### src/rtl/regbank_pkg.sv
package regbank_pkg;
  localparam int unsigned WORD_W     = 32;
  localparam int unsigned SEL_W      = 4;
  localparam int unsigned LOW_W      = 8;
  localparam int unsigned ZERO_IDX   = 0;
  localparam int unsigned ONE_IDX    = 1;
  localparam int unsigned FLAGS_IDX  = 13;
  localparam int unsigned SP_IDX     = 14;
  localparam int unsigned PC_IDX     = 15;
  localparam int unsigned HOLD_BIT   = 31;
  localparam int unsigned SIGN_BIT   = 30;
  localparam int unsigned ZFLAG_BIT  = 29;

  typedef logic [WORD_W-1:0] word_t;

  function automatic word_t merge_write(input word_t old_v, input word_t new_v,
                                        input logic low_only);
    word_t r;
    r = low_only ? {old_v[WORD_W-1:LOW_W], new_v[LOW_W-1:0]} : new_v;
    return r;
  endfunction
endpackage

### src/rtl/regbank_word.sv
module regbank_word
  import regbank_pkg::*;
(
  input  logic  clk,
  input  logic  rst_n,
  input  logic  wr_hit,
  input  logic  wr_low_only,
  input  word_t wr_data,
  output word_t q
);
  always_ff @(posedge clk or negedge rst_n) begin
    if (!rst_n) q <= '0;
    else if (wr_hit) q <= merge_write(q, wr_data, wr_low_only);
  end


  full_write_chk: assert property (@(posedge clk) disable iff (!rst_n)
    wr_hit && !wr_low_only |=> q == $past(wr_data));

  low_byte_write_chk: assert property (@(posedge clk) disable iff (!rst_n)
    wr_hit && wr_low_only |=> q[WORD_W-1:LOW_W] == $past(q[WORD_W-1:LOW_W])
                            && q[LOW_W-1:0] == $past(wr_data[LOW_W-1:0]));
endmodule

### src/rtl/regbank_flags.sv
module regbank_flags
  import regbank_pkg::*;
(
  input  logic             clk,
  input  logic             rst_n,
  input  logic             wr_hit,
  input  logic             wr_low_only,
  input  word_t            wr_data,
  input  logic             flg_en,
  input  logic             flg_sign,
  input  logic             flg_zero,
  output word_t            flags_q,
  output logic [LOW_W-1:0] alu_op
);
  logic [WORD_W-2:0] low_q;
  word_t             nxt;

  assign flags_q = {1'b1, low_q};
  assign alu_op  = flags_q[LOW_W-1:0];

  always_comb begin
    nxt = flags_q;
    if (wr_hit) begin
      nxt = merge_write(flags_q, wr_data, wr_low_only);
    end else if (flg_en) begin
      nxt[SIGN_BIT]  = flg_sign;
      nxt[ZFLAG_BIT] = flg_zero;
    end
  end

  always_ff @(posedge clk or negedge rst_n) begin
    if (!rst_n) low_q <= '0;
    else        low_q <= nxt[WORD_W-2:0];
  end


  flag_update_chk: assert property (@(posedge clk) disable iff (!rst_n)
    flg_en && !wr_hit |=> flags_q[SIGN_BIT] == $past(flg_sign)
                       && flags_q[ZFLAG_BIT] == $past(flg_zero)
                       && flags_q[ZFLAG_BIT-1:0] == $past(flags_q[ZFLAG_BIT-1:0]));

  write_over_flags_chk: assert property (@(posedge clk) disable iff (!rst_n)
    wr_hit && !wr_low_only && flg_en |=>
      flags_q == ($past(wr_data) | (word_t'(1) << HOLD_BIT)));

  hold_bit_after_write_chk: assert property (@(posedge clk) disable iff (!rst_n)
    wr_hit |=> flags_q[HOLD_BIT]);
endmodule

### src/rtl/regbank_sp.sv
module regbank_sp
  import regbank_pkg::*;
#(
  parameter int unsigned STEP = 4
) (
  input  logic  clk,
  input  logic  rst_n,
  input  logic  wr_hit,
  input  logic  wr_low_only,
  input  word_t wr_data,
  input  logic  push,
  input  logic  pop,
  output word_t sp_q
);
  localparam word_t STEP_W = word_t'(STEP);
  word_t nxt;

  always_comb begin
    nxt = sp_q;
    if (wr_hit)            nxt = merge_write(sp_q, wr_data, wr_low_only);
    else if (push && !pop) nxt = sp_q - STEP_W;
    else if (pop && !push) nxt = sp_q + STEP_W;
  end

  always_ff @(posedge clk or negedge rst_n) begin
    if (!rst_n) sp_q <= '0;
    else        sp_q <= nxt;
  end


  push_chk: assert property (@(posedge clk) disable iff (!rst_n)
    push && !pop && !wr_hit |=> sp_q == $past(sp_q) - STEP_W);

  pop_chk: assert property (@(posedge clk) disable iff (!rst_n)
    pop && !push && !wr_hit |=> sp_q == $past(sp_q) + STEP_W);

  push_pop_cancel_chk: assert property (@(posedge clk) disable iff (!rst_n)
    push && pop && !wr_hit |=> $stable(sp_q));

  write_over_stack_chk: assert property (@(posedge clk) disable iff (!rst_n)
    wr_hit && !wr_low_only |=> sp_q == $past(wr_data));
endmodule

### src/rtl/regbank_pc.sv
module regbank_pc
  import regbank_pkg::*;
#(
  parameter int unsigned STEP = 1
) (
  input  logic  clk,
  input  logic  rst_n,
  input  logic  wr_hit,
  input  logic  wr_low_only,
  input  word_t wr_data,
  input  logic  inc,
  input  logic  load,
  input  word_t load_value,
  output word_t pc_q
);
  localparam word_t STEP_W = word_t'(STEP);
  word_t nxt;

  always_comb begin
    nxt = pc_q;
    if (load)        nxt = load_value;
    else if (wr_hit) nxt = merge_write(pc_q, wr_data, wr_low_only);
    else if (inc)    nxt = pc_q + STEP_W;
  end

  always_ff @(posedge clk or negedge rst_n) begin
    if (!rst_n) pc_q <= '0;
    else        pc_q <= nxt;
  end


  pc_inc_chk: assert property (@(posedge clk) disable iff (!rst_n)
    inc && !load && !wr_hit |=> pc_q == $past(pc_q) + STEP_W);

  pc_load_chk: assert property (@(posedge clk) disable iff (!rst_n)
    load |=> pc_q == $past(load_value));

  pc_write_over_inc_chk: assert property (@(posedge clk) disable iff (!rst_n)
    !load && wr_hit && !wr_low_only |=> pc_q == $past(wr_data));
endmodule

### src/rtl/regbank_top.sv
module regbank_top
  import regbank_pkg::*;
#(
  parameter int unsigned NUM_REGS = 16,
  parameter int unsigned SP_STEP  = 4,
  parameter int unsigned PC_STEP  = 1
) (
  input  logic                    clk,
  input  logic                    rst_n,
  input  logic [SEL_W-1:0]        rd_a_sel,
  output logic [WORD_W-1:0]       rd_a_data,
  input  logic [SEL_W-1:0]        rd_b_sel,
  output logic [WORD_W-1:0]       rd_b_data,
  input  logic                    wr_en,
  input  logic [SEL_W-1:0]        wr_sel,
  input  logic                    wr_low_only,
  input  logic [WORD_W-1:0]       wr_data,
  input  logic                    flg_en,
  input  logic                    flg_sign,
  input  logic                    flg_zero,
  input  logic                    sp_push,
  input  logic                    sp_pop,
  input  logic                    pc_inc,
  input  logic                    pc_load,
  input  logic [WORD_W-1:0]       pc_value,
  output logic [LOW_W-1:0]        alu_op
);
  word_t [NUM_REGS-1:0] regs_q;
  logic  [NUM_REGS-1:0] hit;

  always_comb begin
    hit = '0;
    if (wr_en) hit[wr_sel] = 1'b1;
  end

  for (genvar i = 0; i < NUM_REGS; i++) begin : g_entry
    if (i == ZERO_IDX) begin : g_zero
      assign regs_q[i] = '0;
    end else if (i == ONE_IDX) begin : g_one
      assign regs_q[i] = word_t'(1);
    end else if (i == FLAGS_IDX) begin : g_flags
      regbank_flags u_flags (
        .clk(clk), .rst_n(rst_n), .wr_hit(hit[i]), .wr_low_only(wr_low_only),
        .wr_data(wr_data), .flg_en(flg_en), .flg_sign(flg_sign),
        .flg_zero(flg_zero), .flags_q(regs_q[i]), .alu_op(alu_op));
    end else if (i == SP_IDX) begin : g_sp
      regbank_sp #(.STEP(SP_STEP)) u_sp (
        .clk(clk), .rst_n(rst_n), .wr_hit(hit[i]), .wr_low_only(wr_low_only),
        .wr_data(wr_data), .push(sp_push), .pop(sp_pop), .sp_q(regs_q[i]));
    end else if (i == PC_IDX) begin : g_pc
      regbank_pc #(.STEP(PC_STEP)) u_pc (
        .clk(clk), .rst_n(rst_n), .wr_hit(hit[i]), .wr_low_only(wr_low_only),
        .wr_data(wr_data), .inc(pc_inc), .load(pc_load),
        .load_value(pc_value), .pc_q(regs_q[i]));
    end else begin : g_plain
      regbank_word u_word (
        .clk(clk), .rst_n(rst_n), .wr_hit(hit[i]), .wr_low_only(wr_low_only),
        .wr_data(wr_data), .q(regs_q[i]));
    end
  end

  assign rd_a_data = regs_q[rd_a_sel];
  assign rd_b_data = regs_q[rd_b_sel];


  const_zero_chk: assert property (@(posedge clk) disable iff (!rst_n)
    rd_a_sel == SEL_W'(ZERO_IDX) |-> rd_a_data == '0);

  const_one_chk: assert property (@(posedge clk) disable iff (!rst_n)
    rd_b_sel == SEL_W'(ONE_IDX) |-> rd_b_data == word_t'(1));

  alu_op_port_chk: assert property (@(posedge clk) disable iff (!rst_n)
    rd_a_sel == SEL_W'(FLAGS_IDX) |-> alu_op == rd_a_data[LOW_W-1:0]);

  hold_bit_read_chk: assert property (@(posedge clk) disable iff (!rst_n)
    rd_b_sel == SEL_W'(FLAGS_IDX) |-> rd_b_data[HOLD_BIT]);
endmodule

### config.mk
export PLATFORM = sky130hd
export DESIGN_NAME = regbank_top
export DESIGN_NICKNAME = d
export VERILOG_FILES = /design/src/rtl/regbank_pkg.sv /design/src/rtl/regbank_word.sv /design/src/rtl/regbank_flags.sv /design/src/rtl/regbank_sp.sv /design/src/rtl/regbank_pc.sv /design/src/rtl/regbank_top.sv
export SDC_FILE = /design/constraint.sdc
export NUM_CORES = 1
export LEC_CHECK = 0
export BUFFER_PORTS_ARGS = -buffer_cell sky130_fd_sc_hd__clkbuf_2
export CORE_ASPECT_RATIO = 0.9
export CORE_MARGIN = 2
export CORE_UTILIZATION = 49
export CTS_CLUSTER_SIZE = 30
export DETAILED_ROUTE_END_ITERATION = 8
export PLACE_DENSITY = 0.75
export SYNTH_ARGS = -nofsm -noshare
export SYNTH_HDL_FRONTEND = slang
export SYNTH_HIERARCHICAL = 1
export SYNTH_SLANG_ARGS = --single-unit
export TNS_END_PERCENT = 50
### constraint.sdc
create_clock -name clk -period 3.2 [get_ports clk]
set_clock_uncertainty 0.15 [all_clocks]
set_input_delay 0.48 -clock clk [delete_from_list [all_inputs] [get_ports clk]]
set_output_delay 0.48 -clock clk [all_outputs]
set_load 0.05 [all_outputs]
==> summary.md <==
| Metric | Value |
|---|---|
| Critical path origin | rd_a_sel[2] |
| Layout area overhead | 11.8% |
| Mapped Nets | 2435 |
| Hold Violations, Final | 0 |
| Power, Total | 0.0212 W |
| Data arrival, critical path | 2530 ps |
| Post_cts resized | 0 |
| Ys Warns | 6 |
| Detailed placement HPWL | 65.9 mm |
| Port Buffers | 158 |
| R2r endpoint | g_entry[14].g_sp.u_sp/sp_q[29]$_DFFE_PN0P_ |
| DR iter-0 viols | 3188 |
| FF-to-FF path depth | 7 |
| Final setup TNS | 0 ps |
| Grt ovf | 0 |
| Die Area | 62300 um^2 |
| Routability Congestion | 0.971 |
| Headroom to the max-slew limit | 0.160 |
| Clk_lat worst skew | 600 ps |
| Clk root buf | clkbuf_16 |
| Pins Over Slew Limit | 0 |
| Leakage power | 14.1 nW |
| Status | finished with violations |
| Period utilization | 0.987 |
| Synth unique cells | 107 |
| Die span in x | 263 um |
| Worst hold path class | in -> reg |
| VDD IR max | 0.439 mV |
| Via-per-instance ratio | 6.86 |
| Initial antenna violation count | 6 |
| CTS tree | done |
| Post-Place Worst Slack | -6.85 ps |
| # diodes | 0 |
| Vias in the first global route | 22700 |
| Power per cell area | 642 nW/um^2 |
| Critical path capture point type | output pin |
| CTS clk-pin slew, worst paths | 50 ps |
| Mapped Area | 29500 um^2 |
| Max Freq | 317 MHz |
| Cells after Synth | 2344 |
| WL/cell | 29.1 um |
| Core Region | 59700 um^2 |
| Syn avg cell area | 12.6 um^2 |
| Drt total wl | 96.0 mm |
| Clock tree sinks | 447 |
| Main flop type after synthesis | dfrtp_1 |
| Crit path time final | 3160 ps |
| Max Fanout on Critical Path | 9 |
| Dpl cells | 3201 |
| Iteration count of the initial detailed-routing pass | 9 |
| Die H | 237 um |
| Total number of H-tree levels | 2 |
| Final Non-Filler Cells | 3296 |
| CP Class | in -> out |
| Worst slew pin tran | 1260 ps |
| Max incr delay on CP | 1030 ps |
| R2r setup slk | 380 ps |
| Bufs and invs on worst path | 2 |
| WP depth | 5 |
| Worst setup path endpoint | rd_a_data[21] |
| Share of cells above drive strength 1 | 0.383 |
| # setup viols final | 0 |
| CP Cell Sequence | clkbuf_2 > nor2b_1 > a22oi_1 > o311ai_1 > buf_12 |
| Flops & latches, synth | 447 |
| CTS Buf Count | 48 |
| RSZ-0062 raised after global routing | no |
| Violated checks | design-rule violations |
| # IOs | 159 |
| Cell Rows | 85 |
| Worst path top cell family by delay | simple AND/OR/NAND/NOR gates |
| First-pass GRT wire length | 145 mm |
| Vias | 22600 |
| Drc violations | 4 |
| Max-Cap Viols | 0 |
| Sequential area share after synthesis | 0.379 |
| Post-DRT Antenna Nets | 0 |
| Hold Slack | 70.6 ps |
| Min setup slack post-route | 41.1 ps |
| Final Net Count | 2565 |
| Largest net degree at the start of global routing | 86 |
| Slowest CP cell | nor2b_1 |
| WP data required | 2570 ps |
| Clk buf depth | 3 |
| Initial Utilization | 0.495 |
| All-layer global routing usage | 0.304 |
| Startpoint types | input pin |
| EDFF count, synth | 0 |
| Worst r2r src | g_entry[14].g_sp.u_sp/sp_q[7]$_DFFE_PN0N_ |
| Async S/R FF share, synth | 1.00 |
## through the flow
stage | util | instance area (um^2)
2_1_floorplan | - | 29600
3_3_place_gp | 0.526 | 31400
3_5_place_dp | 0.526 | 31400
4_1_cts | 0.553 | 33000
5_1_grt | 0.553 | 33000
6_report | 0.553 | 33000
## layout by cell type, fill, tap and decap left out, types with 15 or more instances in the layout
cell type / netlist / routed
dfrtp_1: 447 / 447
mux2_4: 240 / 240
mux2_2: 154 / 154
mux2i_1: 151 / 151
mux4_2: 128 / 128
clkbuf_2: 3 / 121
buf_4: 18 / 117
nor2_1: 111 / 110
a21oi_1: 102 / 101
nand2_1: 81 / 81
o21ai_0: 77 / 77
buf_12: 24 / 56
o22ai_1: 55 / 55
clkbuf_16: 0 / 49
o21bai_1: 41 / 41
o221ai_1: 39 / 39
a22oi_1: 38 / 38
nand3_1: 37 / 37
nor3_1: 30 / 30
o311ai_1: 22 / 23
mux4_1: 23 / 23
inv_1: 22 / 21
o21a_1: 19 / 19
nand4_1: 18 / 18
xnor2_1: 18 / 18
a31oi_1: 18 / 18
nor2b_1: 15 / 15
## cell type report
type                       count  area (um^2)
multi-input combinational   1649        16500
fill                        4751        26600
timing repair buffer         303         2710
sequential                   447        11200
clock buffer                  69         1390
tap                          783          980
inverter                      25          106
clock inverter                20          166
## worst register-to-register path: stages (launching register included)
cell,delay (ps)
dfrtp_1,590
or3b_1,530
o21bai_1,220
o211ai_1,180
a211oi_2,390
o21ai_1,190
mux2_1,340
o211ai_1,150
## cells by family (layout without fill, tap and decap cells)
| family | count (synthesis) | in the layout | share of synthesized area |
|---|---|---|---|
| buffers and inverters | 248 | 417 | 0.0648 |
| DFF | 447 | 447 | 0.379 |
| and+or+nand+nor | 404 | 404 | 0.0757 |
| muxes | 697 | 697 | 0.350 |
| xor gates and xnor gates | 26 | 26 | 0.00771 |
| adders and majority gates | 4 | 4 | 0.00169 |
| AOI/OAI and AO/OA | 517 | 517 | 0.121 |
| other | 1 | 1 | 0.000127 |
## worst min path at each step
stage                                                          start                                                 to  slack [ps]  cells past startpoint
after floorplan                                                rst_n        g_entry[10].g_plain.u_word/q[0]$_DFFE_PN0P_          30                      0
after global placement    g_entry[7].g_plain.u_word/q[7]$_DFFE_PN0P_         g_entry[7].g_plain.u_word/q[7]$_DFFE_PN0P_         350                      1
after detailed placement  g_entry[6].g_plain.u_word/q[9]$_DFFE_PN0P_         g_entry[6].g_plain.u_word/q[9]$_DFFE_PN0P_         360                      1
after CTS                                               pc_value[30]         g_entry[15].g_pc.u_pc/pc_q[30]$_DFFE_PN0P_          40                      3
after global routing                                     pc_value[8]          g_entry[15].g_pc.u_pc/pc_q[8]$_DFFE_PN0P_          70                      2
final                                                       flg_sign  g_entry[13].g_flags.u_flags/low_q[30]$_DFFE_PN0P_          70                      3
## sequential cells by signal, summed over array words and instances, names as in the netlist
register                       flops
g_entry.g_sp.u_sp/sp_q            32
g_entry.g_pc.u_pc/pc_q            32
g_entry.g_flags.u_flags/low_q     31
g_entry.g_plain.u_word/q         352
## what timing repair did
item / CTS / global route
endpoints found under the hold margin: 72 / 0
buffers inserted: 0 / 0
hold buffers: 6 / 0
## cells in the mapped netlist (all sizes together), types with 10 or more instances
cell type / count / area (um^2)
nor2: 111 / 417
nand2: 82 / 310
o21ai: 90 / 458
buf: 147 / 1530
and3: 11 / 68.8
a21oi: 104 / 528
nand2b: 14 / 87.6
a22oi: 39 / 307
o21bai: 41 / 308
a22o: 10 / 87.6
o21a: 19 / 143
nor2b: 27 / 259
nand4: 19 / 134
mux4: 151 / 3490
nand3: 38 / 195
nor3: 33 / 180
mux2: 395 / 5350
mux2i: 151 / 1510
xnor2: 18 / 158
inv: 24 / 90.1
a31oi: 18 / 113
o221ai: 39 / 342
o22ai: 56 / 357
nor4: 15 / 151
clkbuf: 76 / 293
dfrtp: 447 / 11200
o311ai: 24 / 210
## metal layers
metal,track usage,share of wire,vias up
met5,0,0.00049,-
met4,0.119,0.038,8
met3,0.0812,0.11,255
met2,0.448,0.44,1462
met1,0.428,0.41,11600
li1,-,-,9300
## where the power goes
group / leakage, nW / internal, W / switching [W]
clock: 0.774 / 0.00319 / 0.00243
combinational: 7.69 / 0.00355 / 0.00349
sequential: 5.59 / 0.00689 / 0.00164
Note: power is estimated with default switching activity, not from simulation.
